==> config.mk <==
export PLATFORM = sky130hd
export DESIGN_NAME = nand_seq_top
export DESIGN_NICKNAME = d
export VERILOG_FILES = /design/src/rtl/nand_seq_pkg.sv /design/src/rtl/nand_seq_fifo.sv /design/src/rtl/nand_seq_regs.sv /design/src/rtl/nand_seq_fsm.sv /design/src/rtl/nand_seq_top.sv
export SDC_FILE = /design/constraint.sdc
export NUM_CORES = 1
export LEC_CHECK = 0
export BUFFER_PORTS_ARGS = -buffer_cell sky130_fd_sc_hd__buf_2
export CELL_PAD_IN_SITES_DETAIL_PLACEMENT = 1
export CELL_PAD_IN_SITES_GLOBAL_PLACEMENT = 2
export CORE_MARGIN = 4
export CORE_UTILIZATION = 35
export CTS_CLUSTER_SIZE = 20
export DETAILED_ROUTE_END_ITERATION = 12
export PLACE_DENSITY_LB_ADDON = 0.3
export SLEW_MARGIN = 20
export SYNTH_ARGS = -nofsm -noshare
export SYNTH_HDL_FRONTEND = slang
export SYNTH_HIERARCHICAL = 1
export SYNTH_SLANG_ARGS = --single-unit
==> constraint.sdc <==
create_clock -name clk_i -period 3.2 [get_ports clk_i]
set_input_delay 0.96 -clock clk_i [delete_from_list [all_inputs] [get_ports clk_i]]
set_output_delay 0.96 -clock clk_i [all_outputs]
set_load 0.02 [all_outputs]
==> src/rtl/nand_seq_pkg.sv <==
package nand_seq_pkg;
  localparam logic [2:0] RA_LAUNCH  = 3'd0;
  localparam logic [2:0] RA_CMD2    = 3'd1;
  localparam logic [2:0] RA_ADDR_LO = 3'd2;
  localparam logic [2:0] RA_ADDR_HI = 3'd3;
  localparam logic [2:0] RA_DLEN    = 3'd4;
  localparam logic [2:0] RA_STAT    = 3'd5;
  localparam logic [2:0] RA_RDATA   = 3'd6;
  localparam logic [2:0] RA_WDATA   = 3'd7;

  localparam int CW_VALID  = 31;
  localparam int CW_APRES  = 30;
  localparam int CW_ACNT   = 27;
  localparam int CW_RD     = 26;
  localparam int CW_WR     = 25;
  localparam int CW_CESEL  = 19;
  localparam int C2_EN     = 8;
  localparam int ST_DONE   = 31;
  localparam int ST_BUSY   = 0;
  localparam int MAX_ADDR  = 5;

  typedef enum logic [3:0] {
    S_IDLE, S_CMD1, S_ADDR, S_DATA_W, S_CMD2,
    S_WAIT_LO, S_WAIT_HI, S_DATA_R, S_DONE
  } seq_state_e;

  typedef struct packed {
    logic [7:0] op;
    logic       ce_sel;
    logic       rd;
    logic       wr;
    logic [2:0] naddr;
    logic [7:0] cmd2;
    logic       cmd2_en;
  } seq_cmd_t;
endpackage

==> src/rtl/nand_seq_fifo.sv <==
module nand_seq_fifo #(
  parameter int WIDTH = 8,
  parameter int DEPTH = 8
) (
  input  logic             clk_i,
  input  logic             rst_ni,
  input  logic             push_i,
  input  logic [WIDTH-1:0] data_i,
  input  logic             pop_i,
  output logic [WIDTH-1:0] head_o,
  output logic             empty_o
);
  localparam int PW = (DEPTH > 1) ? $clog2(DEPTH) : 1;
  localparam int CW = $clog2(DEPTH + 1);
  localparam logic [PW-1:0] P_LAST = PW'(DEPTH - 1);
  localparam logic [CW-1:0] C_FULL = CW'(DEPTH);

  logic [WIDTH-1:0] mem_q [DEPTH];
  logic [PW-1:0]    wp_q, rp_q;
  logic [CW-1:0]    cnt_q;
  logic             do_push, do_pop;

  assign empty_o = (cnt_q == '0);
  assign head_o  = mem_q[rp_q];
  assign do_push = push_i && (cnt_q != C_FULL);
  assign do_pop  = pop_i && !empty_o;

  always_ff @(posedge clk_i or negedge rst_ni) begin
    if (!rst_ni) begin
      wp_q  <= '0;
      rp_q  <= '0;
      cnt_q <= '0;
    end else begin
      if (do_push) wp_q <= (wp_q == P_LAST) ? '0 : wp_q + 1'b1;
      if (do_pop)  rp_q <= (rp_q == P_LAST) ? '0 : rp_q + 1'b1;
      cnt_q <= cnt_q + CW'(do_push) - CW'(do_pop);
    end
  end

  always_ff @(posedge clk_i) begin
    if (do_push) mem_q[wp_q] <= data_i;
  end
endmodule

==> src/rtl/nand_seq_regs.sv <==
module nand_seq_regs
  import nand_seq_pkg::*;
#(
  parameter int DLEN_W = 12,
  parameter int AHI_W  = 24,
  localparam int AW    = 16 + AHI_W
) (
  input  logic              clk_i,
  input  logic              rst_ni,
  input  logic              reg_wr_i,
  input  logic              reg_rd_i,
  input  logic [2:0]        reg_addr_i,
  input  logic [31:0]       reg_wdata_i,
  output logic [31:0]       reg_rdata_o,
  input  logic              busy_i,
  input  logic              done_set_i,
  input  logic [7:0]        rf_head_i,
  output logic              rf_pop_o,
  output logic              wf_push_o,
  output logic              launch_o,
  output seq_cmd_t          cmd_o,
  output logic [AW-1:0]     addr_o,
  output logic [DLEN_W-1:0] dlen_o,
  output logic              done_o
);
  logic [31:0]       ctrl_q;
  logic [8:0]        cmd2_q;
  logic [15:0]       alo_q;
  logic [AHI_W-1:0]  ahi_q;
  logic [DLEN_W-1:0] dlen_q;
  logic              done_q;
  logic              wr_stat;

  assign launch_o  = reg_wr_i && (reg_addr_i == RA_LAUNCH) && reg_wdata_i[CW_VALID] && !busy_i;
  assign wf_push_o = reg_wr_i && (reg_addr_i == RA_WDATA);
  assign rf_pop_o  = reg_rd_i && (reg_addr_i == RA_RDATA);
  assign wr_stat   = reg_wr_i && (reg_addr_i == RA_STAT);

  always_comb begin
    cmd_o.op      = reg_wdata_i[7:0];
    cmd_o.ce_sel  = reg_wdata_i[CW_CESEL];
    cmd_o.rd      = reg_wdata_i[CW_RD];
    cmd_o.wr      = reg_wdata_i[CW_WR];
    if (!reg_wdata_i[CW_APRES])                    cmd_o.naddr = 3'd0;
    else if (reg_wdata_i[CW_ACNT+2:CW_ACNT] >= 3'd4) cmd_o.naddr = 3'(MAX_ADDR);
    else                                           cmd_o.naddr = reg_wdata_i[CW_ACNT+2:CW_ACNT] + 3'd1;
    cmd_o.cmd2    = cmd2_q[7:0];
    cmd_o.cmd2_en = cmd2_q[C2_EN];
  end

  assign addr_o = {ahi_q, alo_q};
  assign dlen_o = dlen_q;
  assign done_o = done_q;

  always_ff @(posedge clk_i or negedge rst_ni) begin
    if (!rst_ni) begin
      ctrl_q <= '0;
      cmd2_q <= '0;
      alo_q  <= '0;
      ahi_q  <= '0;
      dlen_q <= '0;
      done_q <= 1'b0;
    end else begin
      if (launch_o) ctrl_q <= reg_wdata_i;
      if (reg_wr_i && reg_addr_i == RA_CMD2)    cmd2_q <= reg_wdata_i[8:0];
      if (reg_wr_i && reg_addr_i == RA_ADDR_LO) alo_q  <= reg_wdata_i[15:0];
      if (reg_wr_i && reg_addr_i == RA_ADDR_HI) ahi_q  <= reg_wdata_i[AHI_W-1:0];
      if (reg_wr_i && reg_addr_i == RA_DLEN)    dlen_q <= reg_wdata_i[DLEN_W-1:0];
      // set wins over a same-cycle clear
      if (done_set_i)                             done_q <= 1'b1;
      else if (wr_stat && reg_wdata_i[ST_DONE])   done_q <= 1'b0;
    end
  end

  always_comb begin
    unique case (reg_addr_i)
      RA_LAUNCH:  reg_rdata_o = ctrl_q;
      RA_CMD2:    reg_rdata_o = 32'(cmd2_q);
      RA_ADDR_LO: reg_rdata_o = 32'(alo_q);
      RA_ADDR_HI: reg_rdata_o = 32'(ahi_q);
      RA_DLEN:    reg_rdata_o = 32'(dlen_q);
      RA_STAT:    reg_rdata_o = {done_q, 30'b0, busy_i};
      RA_RDATA:   reg_rdata_o = 32'(rf_head_i);
      default:    reg_rdata_o = '0;
    endcase
  end
endmodule

==> src/rtl/nand_seq_fsm.sv <==
module nand_seq_fsm
  import nand_seq_pkg::*;
#(
  parameter int DLEN_W    = 12,
  parameter int AW        = 40,
  parameter int PULSE_CYC = 2,
  parameter int TWB_CYC   = 8
) (
  input  logic              clk_i,
  input  logic              rst_ni,
  input  logic              launch_i,
  input  seq_cmd_t          cmd_i,
  input  logic [AW-1:0]     addr_i,
  input  logic [DLEN_W-1:0] dlen_i,
  input  logic              wf_empty_i,
  input  logic [7:0]        wf_head_i,
  output logic              wf_pop_o,
  output logic              rf_push_o,
  output logic [7:0]        rf_data_o,
  output logic              busy_o,
  output logic              done_set_o,
  output logic [1:0]        ce_no,
  output logic              cle_o,
  output logic              ale_o,
  output logic              we_no,
  output logic              re_no,
  output logic [7:0]        dq_o,
  output logic              dq_oe_o,
  input  logic [7:0]        dq_i,
  input  logic              rb_ni
);
  localparam int TW = $clog2(2 * PULSE_CYC);
  localparam logic [TW-1:0] T_LAST = TW'(2 * PULSE_CYC - 1);
  localparam logic [TW-1:0] T_SAMP = TW'(PULSE_CYC - 1);
  localparam int WW = $clog2(TWB_CYC + 1);
  localparam logic [WW-1:0] W_LAST = WW'(TWB_CYC - 1);

  seq_state_e        state_q, after_addr, after_wait;
  seq_cmd_t          cmd_q;
  logic [AW-1:0]     addr_q;
  logic [DLEN_W-1:0] len_q;
  logic [TW-1:0]     tmr_q;
  logic [WW-1:0]     wcnt_q;
  logic              in_step, step_end, strobe_lo, wr_strobe;

  assign in_step   = state_q inside {S_CMD1, S_ADDR, S_DATA_W, S_CMD2, S_DATA_R};
  assign wr_strobe = state_q inside {S_CMD1, S_ADDR, S_DATA_W, S_CMD2};
  assign step_end  = in_step && (tmr_q == T_LAST);
  assign strobe_lo = tmr_q <= T_SAMP;

  always_comb begin
    if (cmd_q.wr && len_q != '0) after_addr = S_DATA_W;
    else if (cmd_q.cmd2_en)      after_addr = S_CMD2;
    else                         after_addr = S_WAIT_LO;
    after_wait = (cmd_q.rd && len_q != '0) ? S_DATA_R : S_DONE;
  end

  always_ff @(posedge clk_i or negedge rst_ni) begin
    if (!rst_ni) begin
      state_q <= S_IDLE;
      cmd_q   <= '0;
      addr_q  <= '0;
      len_q   <= '0;
      tmr_q   <= '0;
      wcnt_q  <= '0;
    end else begin
      tmr_q  <= (in_step && !step_end) ? tmr_q + 1'b1 : '0;
      wcnt_q <= (state_q == S_WAIT_LO) ? wcnt_q + 1'b1 : '0;
      unique case (state_q)
        S_IDLE: if (launch_i) begin
          cmd_q   <= cmd_i;
          addr_q  <= addr_i;
          len_q   <= dlen_i;
          state_q <= S_CMD1;
        end
        S_CMD1: if (step_end) state_q <= (cmd_q.naddr != '0) ? S_ADDR : after_addr;
        S_ADDR: if (step_end) begin
          addr_q      <= addr_q >> 8;
          cmd_q.naddr <= cmd_q.naddr - 3'd1;
          if (cmd_q.naddr == 3'd1) state_q <= after_addr;
        end
        S_DATA_W: if (step_end) begin
          len_q <= len_q - 1'b1;
          if (len_q == DLEN_W'(1)) state_q <= cmd_q.cmd2_en ? S_CMD2 : S_WAIT_LO;
        end
        S_CMD2: if (step_end) state_q <= S_WAIT_LO;
        S_WAIT_LO: begin
          if (!rb_ni)                state_q <= S_WAIT_HI;
          else if (wcnt_q == W_LAST) state_q <= after_wait;
        end
        S_WAIT_HI: if (rb_ni) state_q <= after_wait;
        S_DATA_R: if (step_end) begin
          len_q <= len_q - 1'b1;
          if (len_q == DLEN_W'(1)) state_q <= S_DONE;
        end
        S_DONE:  state_q <= S_IDLE;
        default: state_q <= S_IDLE;
      endcase
    end
  end

  assign busy_o     = state_q != S_IDLE;
  assign done_set_o = state_q == S_DONE;
  assign ce_no      = !busy_o ? 2'b11 : (cmd_q.ce_sel ? 2'b01 : 2'b10);
  assign cle_o      = state_q inside {S_CMD1, S_CMD2};
  assign ale_o      = state_q == S_ADDR;
  assign we_no      = !(wr_strobe && strobe_lo);
  assign re_no      = !(state_q == S_DATA_R && strobe_lo);
  assign dq_oe_o    = wr_strobe;
  assign wf_pop_o   = (state_q == S_DATA_W) && step_end;
  assign rf_push_o  = (state_q == S_DATA_R) && (tmr_q == T_SAMP);
  assign rf_data_o  = dq_i;

  always_comb begin
    unique case (state_q)
      S_CMD1:   dq_o = cmd_q.op;
      S_ADDR:   dq_o = addr_q[7:0];
      S_DATA_W: dq_o = wf_empty_i ? 8'hFF : wf_head_i;
      S_CMD2:   dq_o = cmd_q.cmd2;
      default:  dq_o = 8'h00;
    endcase
  end
endmodule

==> src/rtl/nand_seq_top.sv <==
module nand_seq_top
  import nand_seq_pkg::*;
#(
  parameter int DLEN_W     = 12,
  parameter int AHI_W      = 24,
  parameter int PULSE_CYC  = 2,
  parameter int TWB_CYC    = 8,
  parameter int FIFO_DEPTH = 8
) (
  input  logic        clk_i,
  input  logic        rst_ni,
  input  logic        reg_wr_i,
  input  logic        reg_rd_i,
  input  logic [2:0]  reg_addr_i,
  input  logic [31:0] reg_wdata_i,
  output logic [31:0] reg_rdata_o,
  output logic        irq_o,
  output logic [1:0]  nand_ce_no,
  output logic        nand_cle_o,
  output logic        nand_ale_o,
  output logic        nand_we_no,
  output logic        nand_re_no,
  output logic [7:0]  nand_dq_o,
  output logic        nand_dq_oe_o,
  input  logic [7:0]  nand_dq_i,
  input  logic        nand_rb_ni
);
  localparam int AW = 16 + AHI_W;

  logic              busy, done_set, launch;
  seq_cmd_t          cmd;
  logic [AW-1:0]     addr;
  logic [DLEN_W-1:0] dlen;
  logic              rf_pop, rf_push, rf_empty;
  logic [7:0]        rf_head, rf_data;
  logic              wf_push, wf_pop, wf_empty;
  logic [7:0]        wf_head;
  logic              rf_empty_unused;

  assign rf_empty_unused = rf_empty;

  nand_seq_regs #(.DLEN_W(DLEN_W), .AHI_W(AHI_W)) u_regs (
    .clk_i, .rst_ni, .reg_wr_i, .reg_rd_i, .reg_addr_i, .reg_wdata_i, .reg_rdata_o,
    .busy_i(busy), .done_set_i(done_set), .rf_head_i(rf_head), .rf_pop_o(rf_pop),
    .wf_push_o(wf_push), .launch_o(launch), .cmd_o(cmd), .addr_o(addr),
    .dlen_o(dlen), .done_o(irq_o)
  );

  nand_seq_fsm #(.DLEN_W(DLEN_W), .AW(AW), .PULSE_CYC(PULSE_CYC), .TWB_CYC(TWB_CYC)) u_fsm (
    .clk_i, .rst_ni, .launch_i(launch), .cmd_i(cmd), .addr_i(addr), .dlen_i(dlen),
    .wf_empty_i(wf_empty), .wf_head_i(wf_head), .wf_pop_o(wf_pop),
    .rf_push_o(rf_push), .rf_data_o(rf_data), .busy_o(busy), .done_set_o(done_set),
    .ce_no(nand_ce_no), .cle_o(nand_cle_o), .ale_o(nand_ale_o), .we_no(nand_we_no),
    .re_no(nand_re_no), .dq_o(nand_dq_o), .dq_oe_o(nand_dq_oe_o), .dq_i(nand_dq_i),
    .rb_ni(nand_rb_ni)
  );

  nand_seq_fifo #(.WIDTH(8), .DEPTH(FIFO_DEPTH)) u_rd_fifo (
    .clk_i, .rst_ni, .push_i(rf_push), .data_i(rf_data), .pop_i(rf_pop),
    .head_o(rf_head), .empty_o(rf_empty)
  );

  nand_seq_fifo #(.WIDTH(8), .DEPTH(FIFO_DEPTH)) u_wr_fifo (
    .clk_i, .rst_ni, .push_i(wf_push), .data_i(reg_wdata_i[7:0]), .pop_i(wf_pop),
    .head_o(wf_head), .empty_o(wf_empty)
  );
endmodule

-- Yosys cells after proc, flatten, opt, wreduce, memory -nomap -nowiden
Memory sizes are Yosys's and may differ from the RTL's.
Cells that the tools add are included.
- memory bits (writable): 128
- latch bits: 0
- memories kept: 2
- flip-flop bits (word level): 199
- bits in read-only memories: 0
- logic and storage cells: 171
- bits of input ports: 48
- div/mod/pow operators: 0
- multiply operators: 0
- $add $sub $neg: 13
- magnitude comparators: 2
- multiplexer cells: 45
- equal/unequal tests: 38
- reductions and logical operators: 47
- shift operators: 0
- bitwise gates (word level): 0
- memory list (name ; words ; bits a word ; rd ports ; clocked after Yosys merged registers in ; write ports ; line ; source):
    u_rd_fifo.mem_q ; 8 ; 8 ; 1 ; 0 ; 1 ; nand_seq_fifo.sv:18 ; logic [WIDTH-1:0] mem_q [DEPTH];
    u_wr_fifo.mem_q ; 8 ; 8 ; 1 ; 0 ; 1 ; nand_seq_fifo.sv:18 ;
- operator list (operator ; number):
    $pmux W32 S7 ; 1
    $mux W40 ; 2
    $pmux W40 S2 ; 1
    $mux W4 ; 15
    $mux W12 ; 3
    $pmux W4 S8 ; 1
    $pmux W8 S4 ; 1
    $eq A3 B3 Y1 const B ; 8
    $mux W3 ; 8
    $pmux W12 S2 ; 1
    $logic_and A1 B1 Y1 ; 23
    $eq A4 B3 Y1 const B ; 5
    $add A3 B1 Y3 const B ; 5
    $ne A2 B1 Y1 const B ; 7
    $eq A12 B1 Y1 const B ; 1
    $logic_not A4 Y1 ; 3
    $reduce_bool A12 Y1 ; 1
    $sub A12 B1 Y12 const B ; 1
    $reduce_and A11 Y1 ; 1
    $add A4 B1 Y4 ; 2
    $eq A4 B2 Y1 const B ; 2
    $mux W8 ; 1
    $ne A2 B2 Y1 const B ; 4
    $ne A4 B4 Y1 const B ; 2
    other kinds (25) ; 46

-- Longest topological paths before layout
Gate-level depths: netlist (run 1).
- depth after elaboration: 6
- depth in mapped cells: 15
- mapped depth without buffers: 11

-- Modules after synthesis
Netlist (run 1), hierarchy kept.
- modules (own cells, without submodules) (module ; instances ; area an instance (µm²) ; cells each):
    nand_seq_fifo ; 2 ; 3111.7 ; 152
    nand_seq_regs ; 1 ; 4665.7 ; 353
    nand_seq_fsm ; 1 ; 4536.9 ; 495

-- Worst setup path before layout (run 1)
No wires, ideal clock.
- path type: in2reg
- start: in reg_addr_i[1]
- end: reg u_fsm.addr_q[31]
- setup slack: -0.327 ns
- data required time: 3.064 ns
- data arrival time: 3.391 ns
- library setup time: 0.136 ns
- stages: 15
- cells stage by stage: buf_6 > or2_1 > buf_6 > or4_4 > buf_6 > buf_8 > inv_1 > buf_2 > mux2i_1 > or4_1 > clkbuf_1 > buf_2 > buf_2 > nand2_1 > o21ai_0
- word-level cells in the longest chain between the ends: 6
- RTL lines (element ; line ; source):
    start, declared ; nand_seq_top.sv:14 ; input logic [2:0] reg_addr_i,
    $logic_not A3 Y1 ; nand_seq_regs.sv:34 ; assign launch_o = reg_wr_i && (reg_addr_i == RA_LAUNCH) && reg_wdata_i[CW_VALID] && !busy_i;
    $logic_and A1 B1 Y1 (3 in series) ; nand_seq_regs.sv:34 ;
    via launch ; nand_seq_top.sv:30 ; logic busy, done_set, launch;
    $ne A2 B2 Y1 (no source line) ; -- ;
    $reduce_and A3 Y1 (no source line) ; -- ;
    end signal, assigned ; nand_seq_fsm.sv:72 ; addr_q <= addr_i;
    end signal, assigned ; nand_seq_fsm.sv:78 ; addr_q <= addr_q >> 8;
    end, declared ; nand_seq_fsm.sv:40 ; logic [AW-1:0] addr_q;
The timed path passes the listed nets, and every way through them passes these cells.
A chain may end at the register's enable or synchronous reset.

-- Worst setup path in the final report (run 1)
- start: reg u_rd_fifo.rp_q[0]
- end: out reg_rdata_o[0]
- word-level cells in the longest chain between the ends: 2
- RTL lines (element ; line ; source):
    start, declared ; nand_seq_fifo.sv:19 ; logic [PW-1:0] wp_q, rp_q;
    start signal, assigned ; nand_seq_fifo.sv:35 ; if (do_pop) rp_q <= (rp_q == P_LAST) ? '0 : rp_q + 1'b1;
    $mem_v2 Z8 W8 ; -- ;
    via rf_head[0] ; nand_seq_top.sv:35 ; logic [7:0] rf_head, rf_data;
    $pmux W32 S7 ; nand_seq_regs.sv:76 ; unique case (reg_addr_i)
    end, declared ; nand_seq_top.sv:16 ; output logic [31:0] reg_rdata_o,
The timed path passes the listed nets, and every way through them passes these cells.

==> flow_metrics.tcl, run 1 <==
set metrics [dict create \
    run_status "finished with violations" \
    violations "setup timing" \
    n_antenna_cell 0 \
    clkSinkCount 327 \
    clock_skew_ps 18.3 \
    synth_most_common_cell "dfrtp_1" \
    worst_setup_hold_path_clk_slew_ps 60 \
    worst_ep_required_time_ps 2240 \
    hold_slack_ps 367 \
    grt_usage_pct 18.1 \
    growth_of_design_area_from_synthesis_to_finish_pct 22.7 \
    synth-seq-area-share_pct 57.2 \
    worstHoldPathType "in2async" \
    clk_path_buf_depth 3 \
    grt_max_degree 67 \
    overflow 0 \
    slew-limit-headroom_pct 38.7 \
    hold_violations 0 \
    synth_largest_type_area_fraction_pct 32.3 \
    via_per_inst 5.11 \
    yosys_register_bits 327 \
    grt_first_pass_wirelength_um 66400 \
    detailedRoute.firstIterationViolations 621 \
    number_of_buffers_inserted_during_clock_tree_synthesis 40 \
    cell_area_after_technology_mapping_um2 15400 \
    ys_dominant_reg_cell "dfrtp_1" \
    port-buffer-count 95 \
    synth_edf_count 128 \
    routed_wl_per_cell_um 21.9 \
    fp.dieArea_um2 47500 \
    clock_insertion_delay_worst_skew_ps 560 \
    clk_root_buffer_cell "clkbuf_16" \
    power_density_nw_per_um2 835 \
    synth.area.top_cells "dfrtp_1 (32%), edfxtp_1 (25%), mux2_2 (6.3%), mux2_4 (4.4%), mux2i_1 (3.3%)" \
    fp.dieW_um 218 \
    reg2reg_slack_ps 250 \
    layout_min_cycle_time_ps 3740 \
    unrepaired_setup_endpoints_after_global_routing "true" \
    yosys_warnings 6 \
    worstSetupStartpointType "flop" \
    ys_types 75 \
    finalCritPeriodShare_pct 117 \
    nNetsFinal 1411 \
    clock_tree.htree_level_count 2 \
    drv.max_cap_violation_count 0 \
    yosys.area.top_type "dfrtp_1" \
    clock.fmax_mhz 268 \
    fp.dieH_um 218 \
    dp_hpwl_um 29500 \
    starting_utilization_of_the_core_area_pct 35.6 \
    synthesis.nets 1232 \
    pre_cts_slack_ps -226 \
    count_of_vias_placed_by_the_detailed_router 9943 \
    gp_congestion 0.824 \
    cts_tree "done" \
    grt_antenna_before_repair 1 \
    floorplan.rows 76 \
    placeableCoreArea_um2 43400 \
    syn_inst 1152 \
    crit_path_max_fanout 5 \
    remaining_number_of_nets_flagged_by_the_antenna_check_after_routing 0 \
    drt_pass1_iterations 5 \
    finalSetupViolCount 16 \
    number_of_global_route_vias_before_repair 10839 \
    io_pins 96 \
    syn-mean-instance-area_um2 13.4 \
    endpoint_kind_of_the_worst_setup_timing_path "output port" \
    leakage_uw 0.00800 \
    yosys-top-cells-count "dfrtp_1 (199), edfxtp_1 (128), nand2_1 (122)" \
    setup_slack_ps -536 \
    drt-total-wl_um 42600 \
    worst_ep_arrival_time_ps 2780 \
    worst_ir_drop_vdd_v 0.000640 \
    fillCellCount 4545 \
    synth_async_sr_flop_share_pct 60.9 \
    worst_slew_pin_slew_ps 908 \
    post_route_cells_drive_above_1_share_pct 36.0 \
    post-route-drc-count 0 \
    maxSlewViolCount 0 \
    worstSetupPathType "reg2out" \
]
==> stage by stage <==
step	utilization (%)	instance area, µm²	power [µW]	cells	TNS (ps)
2_1_floorplan	-	15500	9100	1152	-7400
3_3_place_gp	39.3	17000	10600	1854	-2210
3_5_place_dp	39.3	17000	10700	1854	-3300
4_1_cts	43.4	18800	15900	1939	-6530
5_1_grt	43.6	18900	16800	1944	-7180
6_report	43.6	18900	15800	1944	-5550
==> per-layer routing <==
layer	GRT usage [%]	vias up	wire [µm]
met1	26.1	5121	20400
met4	3.94	0	732
met2	28.9	196	19800
met5	0	-	0
li1	-	4577	-
met3	3.20	49	1620
==> what timing repair did <==
| item | CTS | global route |
|---|---|---|
| gates resized for setup | 106 | 18 |
| buffers inserted | 18 | 6 |
| pin swaps | 16 | 6 |
| endpoints found under the setup margin | 28 | 24 |
| endpoints found under the hold margin | 0 | 0 |
| hold buffers | 0 | 0 |
==> cells in the final DEF (no fill, tap or decap), drive strengths merged, types with 6 or more instances in the layout <==
cell / Yosys / layout
o21ai: 61 / 61
o311ai: 13 / 13
ha: 30 / 30
a22o: 8 / 8
clkbuf: 25 / 52
mux2: 131 / 131
and2: 10 / 10
dfrtp: 199 / 199
nand2: 123 / 123
inv: 34 / 35
mux4: 33 / 33
nor3: 12 / 12
a21oi: 24 / 24
nor4: 6 / 6
buf: 58 / 220
nand3: 13 / 13
a22oi: 23 / 23
mux2i: 51 / 51
o211ai: 9 / 9
nand2b: 14 / 14
edfxtp: 128 / 128
nor3b: 9 / 9
clkinv: 0 / 13
nor2: 53 / 53
nor2b: 12 / 12
==> final cells by class <==
| type | count | area, µm² | share of cell area [%] |
|---|---|---|---|
| Sequential cell | 327 | 8820 | 46.6 |
| Inverter | 34 | 129 | 0.681 |
| Clock buffer | 52 | 1140 | 6.02 |
| Multi-Input combinational cell | 708 | 6160 | 32.6 |
| Clock inverter | 18 | 159 | 0.840 |
| Tap cell | 585 | 732 | 3.87 |
| Timing Repair Buffer | 220 | 1780 | 9.38 |
==> worst max-delay path, cell delays in order (launching register included) <==
cell and delay, ps:
dfrtp_2 400, buf_6 140, mux4_2 510, mux2_4 270, mux4_2 460, mux2_4 310
buf_6 140
==> sequential cells by signal, indices dropped and copies added (netlist names) <==
register and cells:
u_wr_fifo/mem_q 64, u_regs/ctrl_q 32, u_fsm/wcnt_q 4, u_wr_fifo/wp_q 3, u_rd_fifo/mem_q 64, u_rd_fifo/rp_q 3, u_regs/ahi_q 24, u_fsm/cmd_q 23
u_fsm/tmr_q 2, u_regs/alo_q 16, u_rd_fifo/cnt_q 4, u_fsm/state_q 4, u_regs/dlen_o 12, u_regs/done_o 1, u_fsm/addr_q 40, u_fsm/len_q 12
u_regs/cmd2_q 9, u_wr_fifo/rp_q 3, u_rd_fifo/wp_q 3, u_wr_fifo/cnt_q 4
==> report_power, final <==
part | total, µW | leakage (µW) | switching, µW | internal [µW]
clock | 4470 | 0.000638 | 1800 | 2670
sequential | 6050 | 0.00366 | 791 | 5260
combinational | 5290 | 0.00370 | 2570 | 2720
==> final timing paths <==
path | to | depth (start not counted) | startpoint
max | reg_rdata_o[0] | 6 | u_rd_fifo/rp_q[0]
min | u_wr_fifo/rp_q[0] | 1 | rst_ni
max reg2reg | u_fsm/addr_q[37] | 8 | u_fsm/state_q[0]
min reg2reg | u_fsm/wcnt_q[0] | 1 | u_fsm/wcnt_q[0]
max in group asynchronous | u_fsm/addr_q[37] | 2 | rst_ni
min in group clk_i | u_fsm/wcnt_q[0] | 1 | u_fsm/wcnt_q[0]
==> kinds of logic (layout without fill, tap and decap cells) <==
kind of cell,Yosys count,after routing,share of synthesized area [%]
compound gates,177,177,7.58
flops,327,327,57.2
simple gates,276,276,8.66
mux,215,215,19.2
buf+inv,117,324,4.23
xor+xnor,8,8,0.454
fa+ha+maj,32,32,2.69
Power figures use the tool's default switching activity.
==> run 2: changes to the inputs <==
--- a/config.mk
+++ b/config.mk
@@ -16,5 +16,4 @@
 export SLEW_MARGIN = 20
 export SYNTH_ARGS = -nofsm -noshare
 export SYNTH_HDL_FRONTEND = slang
-export SYNTH_HIERARCHICAL = 1
 export SYNTH_SLANG_ARGS = --single-unit
==> run 2 against run 1 <==
- the run still ends with setup timing left
- via count shrank 3.7%
- synthesized area down 6.8%
- clock-buffer cell count shrank 2
- sequential power is 3.8% lower
- clock skew increased by 8.4 ps
- largest power group unchanged
- flip-flop and latch count shrank 11
- setup slack better by 410 ps
- critical path type unchanged
- global-route usage hardly changed
- synthesized cell count down 4.6%
- sequential share of layout area increased by 1.9 points
==> flow_metrics.tcl, run 2 <==
set metrics [dict create \
    run_status "finished with violations" \
    violations "setup timing" \
    via_per_inst 5.25 \
    fp.dieArea_um2 44400 \
    yosys.area.top_type "dfrtp_1" \
    crit_top_cell "buf_4" \
    synth_edf_count 128 \
    synth_largest_type_area_fraction_pct 32.7 \
    grt_antenna_before_repair 1 \
    post-layout-total-power_uw 14100 \
    ys_types 68 \
    grt_max_degree 60 \
    clkSinkCount 316 \
    clock_insertion_delay_worst_skew_ps 570 \
    post_cts_hold_buffer_count 0 \
    worst_ep_arrival_time_ps 2370 \
    yosys_warnings 0 \
    leakage_uw 0.00728 \
    yosys-top-cells-count "dfrtp_1 (188), edfxtp_1 (128), nand2_1 (113)" \
    synth_async_sr_flop_share_pct 59.5 \
    unrepaired_setup_endpoints_after_global_routing "true" \
    drt_pass1_iterations 5 \
    maxSlewViolCount 0 \
    synthesis.nets 1179 \
    slew-limit-headroom_pct 42.9 \
    overflow 0 \
    detailedRoute.firstIterationViolations 653 \
    post-route-drc-count 0 \
    finalSetupViolCount 8 \
    drt-total-wl_um 39800 \
    endpoint_kind_of_the_worst_setup_timing_path "output port" \
    clk_path_buf_depth 3 \
    number_of_buffers_inserted_during_clock_tree_synthesis 38 \
    n_antenna_cell 0 \
    fp.dieW_um 211 \
    nNetsFinal 1352 \
    grt_usage_pct 18.1 \
    remaining_number_of_nets_flagged_by_the_antenna_check_after_routing 0 \
    fp.dieH_um 211 \
    hold_violations 0 \
    ys_dominant_reg_cell "dfrtp_1" \
    clock_skew_ps 26.7 \
    setup.worst_path.start "u_fsm.state_q[3]" \
    placeableCoreArea_um2 40200 \
    cts_tree "done" \
    clk_root_buffer_cell "clkbuf_16" \
    cell_area_after_technology_mapping_um2 14400 \
    worst_ep_required_time_ps 2240 \
    r2r-start "u_fsm.state_q[0]" \
    layout_min_cycle_time_ps 3330 \
    post_route_cells_drive_above_1_share_pct 33.4 \
    floorplan.rows 73 \
    clock_tree.htree_level_count 2 \
    syn_inst 1099 \
    setup_slack_ps -125 \
    yosys_register_bits 316 \
    synth-seq-area-share_pct 59.5 \
    grt_first_pass_wirelength_um 62800 \
    dp_hpwl_um 27500 \
    reg_top3 "u_rd_fifo.mem_q (64), u_wr_fifo.mem_q (64), u_fsm.addr_q (40)" \
    port-buffer-count 95 \
    growth_of_design_area_from_synthesis_to_finish_pct 22.5 \
    power_density_nw_per_um2 803 \
    starting_utilization_of_the_core_area_pct 35.8 \
    worst_ir_drop_vdd_v 0.000440 \
    gp_congestion 0.781 \
    worst_setup_hold_path_clk_slew_ps 60 \
    worstSetupPathType "reg2out" \
    fillCellCount 4186 \
    most_common_library_cell_in_the_layout_ignoring_fill_and_taps "dfrtp_1" \
    critical_path_cell_by_cell "nand2b_4, nor2_1, buf_6, a222oi_1, buf_4, o21ai_2, buf_4" \
    drv.max_cap_violation_count 0 \
    finalCritPeriodShare_pct 104 \
    synth_most_common_cell "dfrtp_1" \
    count_of_vias_placed_by_the_detailed_router 9579 \
    synth.area.top_cells "dfrtp_1 (33%), edfxtp_1 (27%), mux2_2 (7.6%), mux4_2 (5.0%), mux2i_1 (3.5%)" \
    layout_common_cells "dfrtp_1 (181), edfxtp_1 (128), nand2_1 (112), mux2_2 (97), buf_4 (91)" \
    io_pins 96 \
    number_of_global_route_vias_before_repair 10528 \
    worstHoldPathType "in2async" \
    clock.fmax_mhz 301 \
    hold_slack_ps 393 \
    crit_path_top_delay_cell "a222oi_1" \
    crit_path_max_fanout 9 \
    worst_slew_pin_slew_ps 857 \
    worstSetupStartpointType "flop" \
    routed_wl_per_cell_um 21.9 \
    syn-mean-instance-area_um2 13.1 \
    cp_slowest_stage_delay_ps 540 \
]
-- run 2: cell types whose count changed after synthesis, moves of 11 or more --
cell,before,now
mux4_1,16,0
buf_4,20,6
mux2_2,86,97
dfrtp_1,199,188
o21ai_0,53,80
mux4_2,17,32
mux2_4,45,0
o311ai_0,12,0
-- run 2: power breakdown --
group / internal, µW / leakage, µW / switching (µW)
combinational: 2090 / 0.00317 / 2140
sequential: 5050 / 0.00353 / 770
clock: 2350 / 0.000575 / 1730
total: 9490 / 0.00728 / 4650
-- run 2: layer usage --
| metal | global-route usage (%) | share of wire (%) | vias to the layer above |
|---|---|---|---|
| li1 | - | - | 4420 |
| met1 | 25.2 | 46 | 4952 |
| met2 | 29.9 | 49 | 154 |
| met3 | 2.60 | 3.4 | 53 |
| met4 | 5.19 | 2.1 | 0 |
| met5 | 0 | 0 | - |
-- run 2: path summary, 6_finish.rpt --
path,end,slack [ps],cells after the start
setup / recovery,nand_dq_o[7],-130,7
hold / removal,u_regs.alo_q[2],390,1
setup reg to reg,u_wr_fifo.cnt_q[3],230,13
hold reg to reg,u_regs.ctrl_q[12],470,2
max in group asynchronous,u_fsm.addr_q[11],1980,2
min in group clk_i,u_regs.ctrl_q[12],470,2
-- run 2: cell type report --
| class | instances | area (µm²) | share of cell area [%] |
|---|---|---|---|
| flip-flops and latches | 316 | 8560 | 48.6 |
| multi-input cells | 689 | 5580 | 31.7 |
| repair buffers | 198 | 1540 | 8.75 |
| clock buffers | 50 | 1030 | 5.83 |
| well taps | 525 | 657 | 3.73 |
| clock inverters | 16 | 146 | 0.831 |
| inverters | 29 | 109 | 0.618 |
-- run 2: cells by family after synthesis --
family	Yosys count	synth area share [%]
xor+xnor	7	0.426
simple gates	269	8.95
buf+inv	94	2.86
flops	316	59.5
fa+ha+maj	32	2.89
compound gates	202	9.32
mux	179	16.1
-- run 2: stage by stage --
| stage | setup TNS [ps] | setup WS (ps) | util, % | instance area (µm²) | std cells |
|---|---|---|---|---|---|
| after floorplan | 0 | 16.5 | - | 14400 | 1099 |
| after global placement | -483 | -57.1 | 39.8 | 16000 | 1734 |
| after detailed placement | -1260 | -87.1 | 39.8 | 16000 | 1734 |
| after CTS | -1130 | -162 | 43.4 | 17400 | 1819 |
| after global routing | -1370 | -184 | 43.8 | 17600 | 1823 |
| final | -538 | -125 | 43.8 | 17600 | 1823 |
-- run 2: timing repair --
item	in CTS	in global routing
endpoints found under the setup margin	20	20
resized for setup	36	42
pin swaps	8	15
cloned	1	1
buffers inserted	18	4
-- run 2: critical path, delay by kind of cell (launching register included) --
family          cells  cell delay, ps
compound gates      2             600
buf+inv             3             550
flops               1             460
simple gates        2             210
